==> src/rtl/tblBranchPkg.sv <==
package tblBranchPkg;

  typedef enum logic [2:0] {
    ST_IDLE = 3'd0,
    ST_DEC  = 3'd1,
    ST_ADR  = 3'd2,
    ST_REQ  = 3'd3,
    ST_ADD  = 3'd4,
    ST_LD   = 3'd5
  } seqState_t;

  // Strobes from control to datapath, one per register group.
  typedef struct packed {
    logic latchInstr;
    logic latchIdx;
    logic latchAddr;
    logic latchData;
    logic latchPc;
  } dpCtl_t;

endpackage

==> src/rtl/tblBranchCtrl.sv <==
module tblBranchCtrl
  import tblBranchPkg::*;
#(
  parameter int OPC_W = 11,
  parameter logic [OPC_W-1:0] OPC_PAT = 11'b00000000010
) (
  input  logic             clk,
  input  logic             rstN,
  input  logic             start,
  input  logic [OPC_W-1:0] opcField,
  input  logic             memValid,
  output dpCtl_t           ctl,
  output logic             busy,
  output logic             memReq,
  output logic             pcLoad,
  output logic             done
);

  seqState_t state, stateNext;
  logic      accept;

  assign accept = (state == ST_IDLE) && start && (opcField == OPC_PAT);

  always_comb begin
    stateNext = state;
    unique case (state)
      ST_IDLE: if (accept) stateNext = ST_DEC;
      ST_DEC:  stateNext = ST_ADR;
      ST_ADR:  stateNext = ST_REQ;
      ST_REQ:  if (memValid) stateNext = ST_ADD;
      ST_ADD:  stateNext = ST_LD;
      ST_LD:   stateNext = ST_IDLE;
      default: stateNext = ST_IDLE;
    endcase
  end

  always_ff @(posedge clk) begin
    if (!rstN) state <= ST_IDLE;
    else       state <= stateNext;
  end

  always_comb begin
    ctl.latchInstr = accept;
    ctl.latchIdx   = (state == ST_DEC);
    ctl.latchAddr  = (state == ST_ADR);
    ctl.latchData  = (state == ST_REQ) && memValid;
    ctl.latchPc    = (state == ST_ADD);
  end

  assign busy   = (state != ST_IDLE);
  assign memReq = (state == ST_REQ);
  assign pcLoad = (state == ST_LD);
  assign done   = (state == ST_LD);

  p_load_ends_busy_r6: assert property (@(posedge clk) disable iff (!rstN)
    pcLoad |=> !busy);
  p_req_needs_busy_r6: assert property (@(posedge clk) disable iff (!rstN)
    memReq |-> busy);
  p_load_pulse_r9: assert property (@(posedge clk) disable iff (!rstN)
    pcLoad |=> !pcLoad && !done);

endmodule

==> src/rtl/tblBranchDatapath.sv <==
module tblBranchDatapath
  import tblBranchPkg::*;
#(
  parameter int XLEN   = 32,
  parameter int HALF_W = 16,
  parameter int REG_W  = 5
) (
  input  logic              clk,
  input  logic              rstN,
  input  dpCtl_t            ctl,
  input  logic [XLEN-1:0]   pcIn,
  input  logic [REG_W-1:0]  regField,
  input  logic [XLEN-1:0]   idxVal,
  input  logic [HALF_W-1:0] memData,
  output logic [REG_W-1:0]  regSel,
  output logic [XLEN-1:0]   memAddr,
  output logic [XLEN-1:0]   pcOut
);

  localparam int EXT_W = XLEN - HALF_W;
  localparam logic [XLEN-1:0] STEP = XLEN'(2);

  logic [XLEN-1:0]   baseQ;
  logic [XLEN-1:0]   idxQ;
  logic [XLEN-1:0]   addrQ;
  logic [HALF_W-1:0] offQ;
  logic [XLEN-1:0]   pcQ;
  logic [XLEN-1:0]   offExt;
  logic [REG_W-1:0]  regQ;

  assign offExt = {{EXT_W{offQ[HALF_W-1]}}, offQ};

  always_ff @(posedge clk) begin
    if (!rstN) begin
      baseQ <= '0;
      regQ  <= '0;
      idxQ  <= '0;
      addrQ <= '0;
      offQ  <= '0;
      pcQ   <= '0;
    end else begin
      if (ctl.latchInstr) begin
        baseQ <= pcIn + STEP;
        regQ  <= regField;
      end
      if (ctl.latchIdx)  idxQ  <= idxVal;
      if (ctl.latchAddr) addrQ <= baseQ + (idxQ << 1);
      if (ctl.latchData) offQ  <= memData;
      if (ctl.latchPc)   pcQ   <= baseQ + (offExt << 1);
    end
  end

  assign regSel  = regQ;
  assign memAddr = addrQ;
  assign pcOut   = pcQ;

endmodule

==> src/rtl/tblBranchSeq.sv <==
module tblBranchSeq
  import tblBranchPkg::*;
#(
  parameter int XLEN    = 32,
  parameter int HALF_W  = 16,
  parameter int INSTR_W = 16,
  parameter int REG_W   = 5
) (
  input  logic              clk,
  input  logic              rstN,
  input  logic              start,
  input  logic [INSTR_W-1:0] instrWord,
  input  logic [XLEN-1:0]   pcIn,
  input  logic [XLEN-1:0]   idxVal,
  output logic [REG_W-1:0]  regSel,
  output logic              memReq,
  output logic [XLEN-1:0]   memAddr,
  input  logic              memValid,
  input  logic [HALF_W-1:0] memData,
  output logic              busy,
  output logic              pcLoad,
  output logic [XLEN-1:0]   pcOut,
  output logic              done
);

  localparam int OPC_W = INSTR_W - REG_W;
  localparam logic [OPC_W-1:0] OPC_PAT = OPC_W'(2);

  dpCtl_t ctl;

  tblBranchCtrl #(.OPC_W(OPC_W), .OPC_PAT(OPC_PAT)) i_ctrl (
    .clk      (clk),
    .rstN     (rstN),
    .start    (start),
    .opcField (instrWord[INSTR_W-1:REG_W]),
    .memValid (memValid),
    .ctl      (ctl),
    .busy     (busy),
    .memReq   (memReq),
    .pcLoad   (pcLoad),
    .done     (done)
  );

  tblBranchDatapath #(.XLEN(XLEN), .HALF_W(HALF_W), .REG_W(REG_W)) i_dp (
    .clk      (clk),
    .rstN     (rstN),
    .ctl      (ctl),
    .pcIn     (pcIn),
    .regField (instrWord[REG_W-1:0]),
    .idxVal   (idxVal),
    .memData  (memData),
    .regSel   (regSel),
    .memAddr  (memAddr),
    .pcOut    (pcOut)
  );

  p_req_hold_r7: assert property (@(posedge clk) disable iff (!rstN)
    memReq && !memValid |=> memReq && $stable(memAddr));
  p_regsel_hold_r8: assert property (@(posedge clk) disable iff (!rstN)
    busy && $past(busy) |-> $stable(regSel));
  p_idle_quiet_r1: assert property (@(posedge clk) disable iff (!rstN)
    !busy |-> !memReq && !pcLoad && !done);

endmodule

==> config.mk <==
export PLATFORM = sky130hd
export DESIGN_NAME = tblBranchSeq
export DESIGN_NICKNAME = d
export VERILOG_FILES = /design/src/rtl/tblBranchPkg.sv /design/src/rtl/tblBranchCtrl.sv /design/src/rtl/tblBranchDatapath.sv /design/src/rtl/tblBranchSeq.sv
export SDC_FILE = /design/constraint.sdc
export NUM_CORES = 1
export LEC_CHECK = 0
export BUFFER_PORTS_ARGS = -buffer_cell sky130_fd_sc_hd__buf_2
export CAP_MARGIN = 10
export CORE_MARGIN = 2
export CORE_UTILIZATION = 57
export DETAILED_ROUTE_END_ITERATION = 7
export HOLD_SLACK_MARGIN = 0.1
export PLACE_DENSITY = 0.82
export SETUP_SLACK_MARGIN = 0.3
export SLEW_MARGIN = 10
export SYNTH_ARGS = -nofsm -noshare
export SYNTH_HDL_FRONTEND = slang
export SYNTH_HIERARCHICAL = 1
export SYNTH_SLANG_ARGS = --single-unit
==> constraint.sdc <==
create_clock -name clk -period 3.3 [get_ports clk]
set_input_delay 0.165 -clock clk [delete_from_list [all_inputs] [get_ports clk]]
set_output_delay 0.165 -clock clk [all_outputs]
set_load 0.02 [all_outputs]
==> results by stage, run 1 <==
Synthesis:
- Among all flip-flop cells after synthesis, the most frequent one is sky130_fd_sc_hd__dfxtp_1.
- The top cell type's share of synthesized area is 0.329.
- The share of the Yosys chip area taken by registers is 0.329.
- In this run, distinct cell masters in the synthesized netlist total roughly 70.
- The post-synthesis adder-cell area fraction is 0.0873.
- Dividing the synthesized area by the synthesized cell count gives 8.42 um2.
- For this run, asynchronously set or reset flops after synthesis account for 0.
- The complex-gate fraction of the synthesized area is 0.209.
- After synthesis the netlist holds a flip-flop and latch count of about 150.
- Of the total synthesized cell area, the portion taken by XOR and XNOR cells is 0.0657.
- In the post-synthesis netlist, the biggest area contributors are sky130_fd_sc_hd__dfxtp_1 (33%), sky130_fd_sc_hd__ha_1 (8.3%), sky130_fd_sc_hd__mux2i_1 (8.2%).
- The largest area contributor in the netlist is sky130_fd_sc_hd__dfxtp_1.
- The portion of netlist area occupied by mux cells is 0.0828.
- The number of cells produced by synthesis is 1093.
- The combinational family with the most area after synthesis is compound AO/OA/AOI/OAI gates.
- The fraction of the mapped netlist area in simple logic gates is 0.195.
- The synthesized area is 9200 um2.
- For this run, the number of Yosys warnings is 6.
- The number of enable-type register cells in the synthesized netlist is 0.
- The number of nets in the synthesized netlist is around 1300.

Finish:
- The area overhead of the layout relative to synthesis is 25.6%.
- In the final layout, the multi-input gates occupy ~5900 um2.
- The combined flip-flop and latch cell area is 3020 um2.
- Counting the fill cells in the layout gives about 1200.
- The antenna cell count is 0.
- In the final layout, the share of cells above drive strength 1 is 0.179.
- The layout net count is between 1000 and 1500.
- Once layout is complete, the cells apart from fillers number 1543.

Drt:
- The average wire per standard cell is about 18 um.
- The average vias per placed instance is between 5 and 6.
- The pre-antenna-repair detailed-routing pass consisted of 6 iterations.
- The total routed wirelength is between 20000 and 30000 um.
- The detailed router finished its first iteration with between 800 and 900 violations.
- The DRC violations left is 0.
- The final route contains ~9100 vias.
- The detail route stage leaves a number of antenna-violating nets equal to 0.

GRT:
- The global router's overall resource usage is 0.326.
- The largest net degree at the start of global routing is 70.
- The via count of the first global-routing pass was 8865.
- The initial antenna violation count is 0.
- The residual overflow from global routing is 0.
- The global-route wire length before repair is 43700 um.

STA:
- The count of final hold-check violations is 0.
- At the pin with the least slew margin, the transition time is between 0.8 and 0.9 ns.
- The peak clock frequency supported by timing is 0.345 GHz.
- After routing, the total negative slack on setup checks comes to 0 ns.
- The total setup violations reported at the end of the flow is 0.
- Dividing the final minimum period by the clock period gives 0.878.
- Setup repair after global routing could not meet its margin everywhere.
- The final critical-path required period is 2.90 ns.
- The max-slew violation count was 0.
- Between clock sinks in the finished design, the worst skew comes to between 0.01 and 0.015 ns.
- The worst max-slew margin expressed relative to the limit is 0.407.

Placement:
- Buffers placed on the I/O ports in this run total 171.
- Routability-driven placement finished with a final weighted congestion of between 0.9 and 1.
- Once placement completed, the tool counted placed cells totaling 1436.
- Detailed placement finished with a half-perimeter wire length of 18500 um.

Critical path:
- The required time at the worst-slack endpoint is 3.62 ns.
- The kind of end point of the critical path is a flop.
- In this run the worst path has a maximum fanout of 6.
- For this design, the slowest cell found on the critical path is sky130_fd_sc_hd__fa_1.
- The critical path goes through ha_1 -> fa_1 -> a211oi_1 -> o21bai_1 -> a221oi_4 -> o21ai_4 -> and3_4 -> or3_1 -> a32o_1.
- The critical path's largest stage delay is roughly 0.44 ns.
- The data arrival at the endpoint of the critical path is 3.22 ns.
- The worst setup path is launched from a flop.
- The setup path with the least slack is of type reg -> reg.

Hold path:
- The kind of path behind the tightest hold check is in -> reg.

Clocking:
- The clock tree from TritonCTS is built.
- The buffer cell driving the clock tree root is sky130_fd_sc_hd__clkbuf_16.
- The number of clock sinks is roughly 150.
- After clock tree synthesis, the clock-pin slew on the worst setup and hold paths is 0.07 ns.
- Counting the buffers created by CTS gives 17.
- In this run the deepest clock path goes through 2 buffers.
- The latest clock arrival within the worst-skew pair is ~0.43 ns.
- The H-tree generated during clock tree synthesis spans 4 levels.

Run:
- The max-capacitance violation count is 0.

Floorplanning:
- In this run the horizontal extent of the chip is 131 um.
- The vertical die dimension is between 100 and 150 um.
- The floorplan die area is about 17000 um2.
- During I/O placement, the number of pins put on the boundary was approximately 170.
- In this run the core area contains 46 standard-cell rows.
- The core box area is between 15000 and 20000 um2.
- The effective utilization at floorplan is 0.581.

Status:
- The flow ran to the end, and the final reports show no timing, DRC or antenna violations.

Power:
- The maximum vdd ir drop is about 0.00040 V.
- Dividing total power by cell area gives a power density of 372 nW/um2.
- The analysis attributes to cell leakage a power of around 4.9 nW.
-- cells in the mapped netlist (3+ instances only) --
cell / n
sky130_fd_sc_hd__o21ai_0: 69
sky130_fd_sc_hd__o31ai_1: 6
sky130_fd_sc_hd__nand4_1: 18
sky130_fd_sc_hd__nor4_1: 4
sky130_fd_sc_hd__or3_1: 8
sky130_fd_sc_hd__a21oi_1: 88
sky130_fd_sc_hd__o211ai_1: 7
sky130_fd_sc_hd__xnor2_1: 34
sky130_fd_sc_hd__and2_1: 8
sky130_fd_sc_hd__mux2i_1: 75
sky130_fd_sc_hd__nor3b_1: 3
sky130_fd_sc_hd__clkbuf_1: 43
sky130_fd_sc_hd__nand3b_1: 16
sky130_fd_sc_hd__a221o_1: 7
sky130_fd_sc_hd__a311oi_1: 3
sky130_fd_sc_hd__o21bai_1: 13
sky130_fd_sc_hd__buf_1: 7
sky130_fd_sc_hd__nor2b_1: 6
sky130_fd_sc_hd__xor2_1: 35
sky130_fd_sc_hd__a31oi_1: 12
sky130_fd_sc_hd__dfxtp_1: 151
sky130_fd_sc_hd__o2111ai_1: 3
sky130_fd_sc_hd__a21o_1: 23
sky130_fd_sc_hd__a211oi_1: 32
sky130_fd_sc_hd__inv_1: 17
sky130_fd_sc_hd__and3_1: 14
sky130_fd_sc_hd__or4_1: 3
sky130_fd_sc_hd__nor4b_1: 3
sky130_fd_sc_hd__a41oi_1: 3
sky130_fd_sc_hd__nor2_1: 150
sky130_fd_sc_hd__nand3_1: 29
sky130_fd_sc_hd__nor3_1: 8
sky130_fd_sc_hd__nand2_1: 73
sky130_fd_sc_hd__and4_1: 5
sky130_fd_sc_hd__o21a_1: 10
sky130_fd_sc_hd__ha_1: 61
-- per-layer routing --
metal	GRT usage	wire length (um)	vias to the layer above
met1	0.388	11600	4250
met2	0.577	13600	336
met4	0.119	867	0
li1	-	-	4426
met3	0.0680	1630	68
met5	0	0	-
-- where the power goes --
part           internal, mW  switching, mW  total, mW
registers              1.86         0.0314       1.89
clock network          1.09          0.833       1.92
logic                 0.226          0.256      0.482
-- per-stage QoR --
step / worst slack (ns) / utilization / area (um2) / total power [mW] / hold WS [ns]
final: 0.402 / 0.730 / 11600 / 4.30 / 0.114
after global routing: 0.263 / 0.730 / 11600 / 4.43 / 0.132
after CTS: 0.462 / 0.729 / 11500 / 4.29 / 0.100
after detailed placement: 0.489 / 0.646 / 10200 / 2.33 / 0.387
after global placement: 0.519 / 0.646 / 10200 / 2.32 / 0.387
after floorplan: 0.721 / - / 9200 / 2.17 / 0.264
-- flip-flops by register name, indices dropped and copies added, names as in the netlist --
signal	flops
i_dp/offQ	16
i_dp/regSel	5
i_dp/idxQ	31
i_ctrl/state	3
i_dp/memAddr	32
i_dp/baseQ	32
i_dp/pcOut	32
-- worst max-delay path, delay by kind of cell (launching register included) --
family,cells,cell delay [ns]
adder cells (fa/ha/maj),2,0.70
AO/OA/AOI/OAI,5,1.22
AND/OR/NAND/NOR,2,0.50
flip-flops,1,0.36
-- logic make-up (layout without fill, tap and decap cells) --
| group | after synthesis | count (layout) |
|---|---|---|
| buf+inv | 72 | 306 |
| compound gates | 297 | 297 |
| xor+xnor | 69 | 69 |
| fa+ha+maj | 63 | 63 |
| simple gates | 365 | 365 |
| flops | 151 | 151 |
| mux | 76 | 76 |
-- cells in the final DEF, fill, tap and decap left out, drive strengths merged, types with 20 or more instances in the layout --
master / netlist / routed
a211oi: 32 / 32
a21o: 23 / 23
a21oi: 88 / 88
buf: 11 / 182
clkbuf: 43 / 20
dfxtp: 151 / 151
dlygate4sd3: 0 / 74
ha: 61 / 61
inv: 18 / 21
mux2i: 75 / 75
nand2: 73 / 73
nand3: 29 / 29
nor2: 150 / 150
o21ai: 71 / 71
xnor2: 34 / 34
xor2: 35 / 35
-- timing repair --
action / CTS / global route
setup buffers: 0 / 1
endpoints found under the hold margin: 74 / 0
resized for setup: 0 / 3
setup endpoints to repair: 0 / 5
hold buffers: 74 / 0
-- area by class of cell --
| type | count | share of cell area |
|---|---|---|
| multi-input combinational | 870 | 0.512 |
| sequential | 151 | 0.262 |
| timing repair buffer | 256 | 0.147 |
| clock buffer | 20 | 0.0395 |
| tap | 216 | 0.0234 |
| clock inverter | 12 | 0.0102 |
| inverter | 18 | 0.00585 |
-- final timing paths --
check                                    start          endpoint  slack, ns  depth (start not counted)
worst max-delay path             i_dp/baseQ[1]  i_dp/memAddr[29]       0.40                          9
worst min register to register  i_dp/pcOut[28]    i_dp/pcOut[28]       0.44                          2
worst max register to register   i_dp/baseQ[1]  i_dp/memAddr[29]       0.40                          9
worst min-delay path                  pcIn[11]    i_dp/baseQ[11]       0.11                          3
Note: power is estimated with default switching activity, not from simulation.
==> run 2: changes to the inputs <==
SYNTH_HIERARCHICAL = not set   (was 1)
==> run 2 against run 1 <==
  * Sequential share of layout area is 0.35 points higher
  * Non-clock buffer count is 15 lower
  * Combinational power is 58% lower
  * Area after synthesis is 0.42% higher
  * Routed wire length is 3.2% lower
  * Cell count is 2.4% higher
  * Die area is 0.40% higher
  * Core utilization is 1.2 points lower
  * Clock power is 2% lower
==> results by stage, run 2 <==
Status:
- The flow ran to the end, and the final reports show no timing, DRC or antenna violations.

Power:
- The power density normalized to cell area is approximately 340 nW/um2.
- The switching portion of total power is 0.232.
- Summed over all nets, the switching power comes to between 0.9 and 1 mW.
- In this run the static leakage power is 5.17 nW.
- The cell internal power dissipation is approximately 3 mW.
- The clock share of power is 0.481.
- The sequential power share is 0.467.
- The completed layout was analyzed and its total power is around 4 mW.
- The worst-case IR drop observed on VDD is roughly 0.00037 V.
- The share of total power dissipated in combinational logic is 0.052.

Floorplanning:
- The floorplan has 46 rows.
- During I/O placement, the number of pins put on the boundary was 173.
- The effective utilization at floorplan is 0.582.
- The core box area is approximately 16000 um2.
- The vertical die dimension is between 100 and 150 um.
- The die is 131 um wide.
- The floorplan die area is approximately 17000 um2.

GRT:
- The global routing stage identified its most utilized layer as met2.
- The met2 track utilization from global routing is 0.502.
- The met1 track utilization from global routing is 0.389.
- Entering global routing, the biggest net connects between 100 and 150 pins.
- The initial antenna violation count is 3.
- For this run, global-route usage on met3 was measured as 0.0502.
- The via count of the first global-routing pass is ~9000.
- The total overflow left after global routing is 0.
- Across every metal layer, demand over resource in global routing totals 0.305.
- The first global-routing pass estimated 42900 um of wire.

Synthesis:
- Yosys printed 0 warnings.
- The portion of the post-synthesis area used by sequential elements is 0.327.
- The average instance area after synthesis is approximately 8 um2.
- The largest area contributor in the netlist is sky130_fd_sc_hd__dfxtp_1.
- The fraction of registers with async set or reset after synthesis is 0.
- The portion of netlist area occupied by mux cells is 0.0108.
- Sorting the synthesized cells by how often they occur yields sky130_fd_sc_hd__nand2_1 (237), sky130_fd_sc_hd__dfxtp_1 (151), sky130_fd_sc_hd__o21ai_0 (78), sky130_fd_sc_hd__ha_1 (61), sky130_fd_sc_hd__a21oi_1 (60).
- The cell area that synthesis handed to floorplanning was slightly above 9000 um2.
- The synthesized netlist contains 72 unique library cells.
- The most instantiated flip-flop cell in the synthesis netlist is sky130_fd_sc_hd__dfxtp_1.
- The fraction of the mapped netlist area in simple logic gates is 0.222.
- Counting flops and latches in the post-synthesis netlist gives approximately 150.
- The number of cells produced by synthesis is 1152.
- The complex-gate fraction of the synthesized area came to 0.249.
- Of the total synthesized cell area, the portion taken by full adders, half adders and majority gates is 0.0869.
- The combinational family with the most area after synthesis is compound AO/OA/AOI/OAI gates.
- Of the total synthesized cell area, the portion taken by XOR and XNOR cells is 0.0673.
- The most common cell in the netlist is sky130_fd_sc_hd__nand2_1.
- Yosys attributes the largest share of cell area to sky130_fd_sc_hd__dfxtp_1 (33%), sky130_fd_sc_hd__nand2_1 (9.6%), sky130_fd_sc_hd__ha_1 (8.3%).
- Yosys mapped a number of flops with a built-in enable equal to 0.
- The top cell type's share of synthesized area is 0.327.
- The number of nets in the synthesized netlist is about 1300.

Drt:
- Dividing the detail-routed wire length by the instance count gives approximately 17 um.
- The average vias per placed instance is 5.90.
- The total routed wirelength is ~27000 um.
- Across all layers, the routed design uses a little over 9000 vias.
- For this run, the detailed router's first-pass iteration total came to 6.
- In the routed design, unresolved DRC markers number 0.
- The initial DRC count is ~800.
- In this run the remaining antenna-violating nets after routing total 0.

Clocking:
- The number of clock sinks is 151.
- Clock tree synthesis inserted a total of 17 buffers.
- The number of setup buffers added after CTS is 0.
- The clock slew at the register clock pins of the worst setup and hold paths is 0.06 ns.
- TritonCTS built the clock tree.
- No sink is reached through more buffers than the 2 on the longest clock path.
- The tree is rooted in a sky130_fd_sc_hd__clkbuf_16.
- CTS built an H-tree with a depth of 4.
- The latest clock arrival within the worst-skew pair is between 0.4 and 0.5 ns.

Run:
- The tool flagged a number of max-cap violations equal to 0.

Critical path:
- The worst setup path is captured at a flop.
- The worst setup path is of the reg -> reg kind.
- The kind of start point of the critical path is a flop.
- The data arrival at the endpoint of the critical path is between 3 and 4 ns.
- The highest fanout seen on the critical path is 5.
- The required time at the worst-slack endpoint is between 3 and 4 ns.

Finish:
- The final layout contains 1510 nets.
- In the layout the commonest cells are sky130_fd_sc_hd__nand2_1 (237), sky130_fd_sc_hd__buf_2 (170), sky130_fd_sc_hd__dfxtp_1 (150), sky130_fd_sc_hd__o21ai_0 (78), sky130_fd_sc_hd__ha_1 (61).
- The filler cell count is between 1000 and 1500.
- Compared with the post-synthesis result, the final layout area differs by 23.4%.
- The most common library cell in the layout ignoring fill and taps is sky130_fd_sc_hd__nand2_1.
- The fraction of final layout cells with drive strength greater than 1 is 0.168.
- The finished layout holds roughly 1600 standard cells, fillers aside.

Placement:
- Summed over all nets, the half-perimeter wirelength after detailed placement is around 19000 um.
- Counting tap cells, the placed design contains a total of 1484 instances.
- The count of buffers added on input and output ports is approximately 170.
- The congestion estimate from routability-driven global placement came to just over 0.9.

STA:
- The count of final hold-check violations came to 0.
- Of the available clock period, the critical path in the final layout requires 0.866.
- Measured against its own limit, the worst slew margin works out to 0.438.
- The clock arrives with 0.00907 ns of skew.
- The max-slew violation count came to 0.
- For the pin with the worst max-slew slack, the measured transition is 0.839 ns.
- Setup repair after global routing left no endpoint under its margin.
- The setup TNS after final layout is 0 ns.
- The final critical-path required period is about 2.9 ns.
- The peak clock frequency supported by timing is ~0.35 GHz.
- Setup violations remaining at the end of the flow were counted as 0.

Hold path:
- The kind of path behind the tightest hold check is in -> reg.
[run 2: cell count changes after synthesis, sizes merged, moves of 6 or more]
cell	change
nand2	+164
clkbuf	+14
and2	+24
o211a	+28
a211oi	-24
nand3b	-12
nand3	+6
o21ai	+9
a21oi	-27
mux2i	-65
nor3	+9
a21boi	+57
nor2	-114
nor4	-6
[run 2: final timing paths]
kind         slack (ns)      startpoint  cells after the start          endpoint
min                0.11        pcIn[13]                      4    i_dp.baseQ[13]
max                0.44   i_dp.baseQ[2]                      9  i_dp.memAddr[28]
min reg2reg        0.44  i_dp.pcOut[21]                      2    i_dp.pcOut[21]
max reg2reg        0.44   i_dp.baseQ[2]                      9  i_dp.memAddr[28]
[run 2: critical path, stage by stage (launching register included)]
cell and delay, ns:
sky130_fd_sc_hd__dfxtp_1 0.47, sky130_fd_sc_hd__ha_1 0.28, sky130_fd_sc_hd__a21oi_1 0.24, sky130_fd_sc_hd__nand4b_1 0.20, sky130_fd_sc_hd__a311oi_1 0.13, sky130_fd_sc_hd__o41a_1 0.50
sky130_fd_sc_hd__a41o_1 0.28, sky130_fd_sc_hd__a221oi_1 0.42, sky130_fd_sc_hd__nand4_1 0.15, sky130_fd_sc_hd__o221ai_1 0.10
[run 2: layout make-up]
cell class	count	area, um2	share of cell area
multi-input combinational	915	5920	0.519
sequential	151	3020	0.265
timing repair buffer	241	1550	0.136
clock buffer	18	439	0.0385
tap	216	270	0.0237
clock inverter	14	120	0.0105
inverter	21	78.8	0.00691
antenna	4	10.0	0.000878
[run 2: routing by layer]
layer  vias up  part of all wire
li1       4514                 -
met1      4302              0.43
met2       432              0.46
met3        72             0.074
met4         0             0.040
met5         -                 0
[run 2: cells by family after synthesis]
group / after synthesis
and+or+nand+nor: 436
adders and majority gates: 63
AOI/OAI and AO/OA: 335
DFF: 151
xor gates and xnor gates: 71
muxes: 10
buffers and inverters: 86
[run 2: power groups by stage]
stage,clock network (mW),registers [mW],logic [mW]
finish,1.88,1.82,0.201
global route,1.96,1.82,0.216
CTS,1.89,1.82,0.194
detailed placement,0,1.86,0.140
global placement,0,1.86,0.139
floorplan,0,1.86,0.0562
[run 2: what timing repair did]
item | CTS | global route
hold buffers | 60 | 0
resized for setup | 0 | 5
setup endpoints to repair | 0 | 7
hold endpoints to repair | 61 | 0
[run 2: metrics by stage]
step / hold slack (ns) / cell area, um2 / setup slack [ns] / utilization
2_1_floorplan: 0.310 / 9240 / 0.638 / -
3_3_place_gp: 0.418 / 10200 / 0.449 / 0.643
3_5_place_dp: 0.426 / 10200 / 0.405 / 0.643
4_1_cts: 0.103 / 11400 / 0.387 / 0.716
5_1_grt: 0.131 / 11400 / 0.293 / 0.718
6_report: 0.111 / 11400 / 0.443 / 0.718
==> run 3: changes to the inputs <==
ABC_AREA = 1   (was not set)
CORE_UTILIZATION = 58   (was 57)
==> run 3 against run 2 <==
  * Global-route usage increased by 2.8 points
  * Count of clock-buffer cells in the layout down 1
  * Power is 20% higher
  * Routed wire length increased by 22%
  * Combinational power grew to 3.6 times the previous value
  * Critical path type unchanged
  * Critical endpoint is now i_dp.pcOut[29]
  * Largest cell class unchanged
==> results by stage, run 3 <==
Status:
- The flow ran to the end, and the final reports show no timing, DRC or antenna violations.

Drt:
- The detailed router finished its first iteration with just over 1000 violations.
- After detailed routing, the number of vias per cell comes to roughly 5.2.
- The routed length on met1 is approximately 15000 um.
- The highest layer touched by signal routing is met4.
- The DRC violations left is 0.
- The total iterations of the first detailed-routing run is 6.
- Summed over all nets, wire length on met2 after detailed routing comes to roughly 15000 um.
- The average wire per standard cell is 14.4 um.
- The routed design uses approximately 2400 um of met3 wire.
- Detailed routing inserted a total of about 12000 vias.
- The final antenna-violating net count is 0.
- The total routed wirelength is between 30000 and 40000 um.

Hold path:
- The kind of path behind the tightest hold check is in -> reg.
- The path with the worst hold slack has its endpoint at i_dp.baseQ[27].
- The hold path startpoint is pcIn[27].
- Along the worst hold path, the cell count comes to 5.

Power:
- The total design power is between 4 and 5 mW.
- In this run the power density over the cells is between 300 and 400 nW/um2.
- The worst-case IR drop observed on VDD is 0.000325 V.
- The analysis attributes to cell leakage a power of ~7.3 nW.

STA:
- The worst max-slew margin expressed relative to the limit is 0.352.
- Setup repair after global routing left no endpoint under its margin.
- The total setup violations reported at the end of the flow is 0.
- The final critical-path required period is 2.34 ns.
- For the final routed database, the setup TNS stands at 0 ns.
- The count of final hold-check violations was 0.
- The peak clock frequency supported by timing is ~0.43 GHz.
- The maximum clock skew at final layout is 0.0146 ns.
- The worst path meets setup with around 0.96 ns of slack.
- At the pin with the least slew margin, the transition time is between 0.9 and 1 ns.
- The max-slew violation count is 0.
- The share of the clock period used by the worst path is 0.710.

Synthesis:
- The portion of the post-synthesis area used by sequential elements is 0.280.
- By count the netlist is led by sky130_fd_sc_hd__nand2_1 (523), sky130_fd_sc_hd__inv_1 (316), sky130_fd_sc_hd__nor2_1 (277), sky130_fd_sc_hd__dfxtp_1 (151), sky130_fd_sc_hd__nand3_1 (114).
- Among all cell types in the netlist, the one instantiated most often is sky130_fd_sc_hd__nand2_1.
- The share of synthesized area in the top cell type comes to 0.280.
- The synthesized area is between 10000 and 15000 um2.
- In this run, synthesis inferred 0 flip-flops with an integrated enable.
- After synthesis, the share of flip-flops with an asynchronous set or reset is 0.
- The synthesized netlist contains 40 unique library cells.
- The most used flip-flop cell after synthesis is sky130_fd_sc_hd__dfxtp_1.
- The synthesized design spends more area on one cell type than any other, namely sky130_fd_sc_hd__dfxtp_1.
- For this run, the number of Yosys warnings is 0.
- The average instance area after synthesis is between 5 and 6 um2.
- The post-synthesis net count is about 2000.
- By area the synthesized netlist is led by sky130_fd_sc_hd__dfxtp_1 (28%), sky130_fd_sc_hd__nand2_1 (18%), sky130_fd_sc_hd__inv_1 (11%).
- The number of synthesized register bits is around 150.
- Synthesis produced a netlist whose cell count is between 1500 and 2000.

Floorplanning:
- The floorplan has 49 rows.
- The die covers slightly below 20000 um2.
- In this run the vertical extent of the chip is 140 um.
- For this configuration, the core starts out at a cell density of 0.596.
- around 170 I/O pins were placed.
- The region available for standard cell placement spans between 15000 and 20000 um2.
- The die width is between 100 and 150 um.

GRT:
- Global routing finished with a remaining overflow of 0.
- The global router's overall resource usage is 0.333.
- The initial antenna violation count was 0.
- The via count of the first global-routing pass is between 10000 and 15000.
- The first global-routing pass estimated 52600 um of wire.
- Entering global routing, the biggest net connects 72 pins.

Clocking:
- The clock net in this run drives a total of roughly 150 sinks.
- The longest clock path from root to sink contains 2 buffers.
- The post-CTS resize count is 0.
- Clock-pin slew was measured on the worst setup and hold paths at about 0.070 ns.
- TritonCTS built the clock tree.
- The latest clock arrival within the worst-skew pair is approximately 0.44 ns.
- The H-tree was split into 4 levels.
- Clock tree synthesis selected as its root buffer the cell sky130_fd_sc_hd__clkbuf_16.
- Counting the buffers created by CTS gives 17.

Finish:
- After the last flow step, the layout net total stands at around 2200.
- The final cell utilization of the core is 0.718.
- The antenna cell count is 0.
- The fraction of final layout cells with drive strength greater than 1 is 0.114.
- In the layout the commonest cells are sky130_fd_sc_hd__nand2_1 (523), sky130_fd_sc_hd__inv_1 (316), sky130_fd_sc_hd__nor2_1 (277), sky130_fd_sc_hd__buf_2 (171), sky130_fd_sc_hd__dfxtp_1 (151).
- Compared with the post-synthesis result, the final layout area differs by 20.5%.
- The most common library cell in the layout ignoring fill and taps is sky130_fd_sc_hd__nand2_1.

Critical path:
- In this run the critical register-to-register path is launched from i_dp.offQ[15].
- In this run the register-to-register setup slack is 0.96 ns.
- The number of cells on the worst reg-to-reg path is 11.
- For the worst setup path, the data arrival time is around 2.7 ns.
- The class of the most critical setup path is reg -> reg.
- In this run the critical register-to-register path is captured at i_dp.pcOut[29].
- The kind of end point of the critical path is a flop.
- The worst setup path is launched from a flop.
- The highest fanout seen on the critical path is 17.
- The required time at the worst-slack endpoint is about 3.6 ns.

Placement:
- The half-perimeter wire length of the detailed placement result is around 25000 um.
- The routability-driven placement congestion ratio is a little under 1.
- The setup slack after placement is approximately 1.0 ns.
- The number of I/O port buffers is approximately 170.

Run:
- Across the run, the number of max-cap violations was 0.
[run 3: through the flow]
stage | instance area (um2) | std cells | hold slack [ns]
after CTS | 13000 | 2277 | 0.100
after floorplan | 10800 | 1819 | 0.255
after detailed placement | 11800 | 2182 | 0.410
after global placement | 11800 | 2182 | 0.412
after global routing | 13000 | 2277 | 0.129
final | 13000 | 2277 | 0.119
[run 3: how the worst max path moves through the flow]
stage / start / endpoint / slack, ns / depth (start not counted)
6_report: i_dp.offQ[15] / i_dp.pcOut[29] / 0.96 / 11
5_1_grt: i_dp.offQ[15] / i_dp.pcOut[29] / 0.71 / 11
4_1_cts: i_dp.offQ[15] / i_dp.pcOut[29] / 0.99 / 11
3_5_place_dp: i_dp.offQ[15] / i_dp.pcOut[29] / 1.00 / 11
3_3_place_gp: i_dp.offQ[15] / i_dp.pcOut[29] / 1.05 / 11
2_1_floorplan: i_dp.offQ[15] / i_dp.pcOut[29] / 1.40 / 11
[run 3: cell families (layout without fill, tap and decap cells)]
kind of cell	Yosys count	after routing	synth area share
AND/OR/NAND/NOR	980	980	0.371
buffers and inverters	366	595	0.132
AO/OA/AOI/OAI	213	213	0.104
flip-flops	151	151	0.280
adder cells (fa/ha/maj)	63	63	0.0745
XOR/XNOR	46	46	0.0374
[run 3: final cells by class]
cell class                 instances  area, um2
inverter                         319       1200
fill                            1678       5090
multi-input combinational       1302       6340
clock buffer                      17        425
tap                              229        287
timing repair buffer             244       1560
sequential                       151       3020
clock inverter                    15        151
[run 3: worst max-delay path, stage by stage, from the launching register on]
cell and delay (ns):
sky130_fd_sc_hd__dfxtp_1 0.78, sky130_fd_sc_hd__ha_1 0.43, sky130_fd_sc_hd__nand2_1 0.16, sky130_fd_sc_hd__inv_1 0.06, sky130_fd_sc_hd__a21oi_1 0.21, sky130_fd_sc_hd__nand2_1 0.13
sky130_fd_sc_hd__a21oi_1 0.19, sky130_fd_sc_hd__nand2_1 0.07, sky130_fd_sc_hd__nand2_1 0.06, sky130_fd_sc_hd__nand3_1 0.06, sky130_fd_sc_hd__nand2_1 0.06, sky130_fd_sc_hd__inv_1 0.03
[run 3: report_power, final]
part | switching [mW] | leakage (nW) | internal, mW | total (mW)
logic | 0.445 | 5.80 | 0.280 | 0.725
clock network | 0.948 | 0.285 | 1.01 | 1.96
registers | 0.0612 | 1.22 | 1.92 | 1.98
total | 1.45 | 7.31 | 3.22 | 4.67
[run 3: routing by layer]
metal | up-vias | global-route usage
met4 | 0 | 0.106
met5 | - | 0
met3 | 72 | 0.0663
met1 | 5220 | 0.444
met2 | 437 | 0.544
li1 | 6066 | -
[run 3: repair_timing]
item,4_1_cts,5_1_grt
hold buffers,63,0
buffers inserted,0,0
hold endpoints to repair,63,0
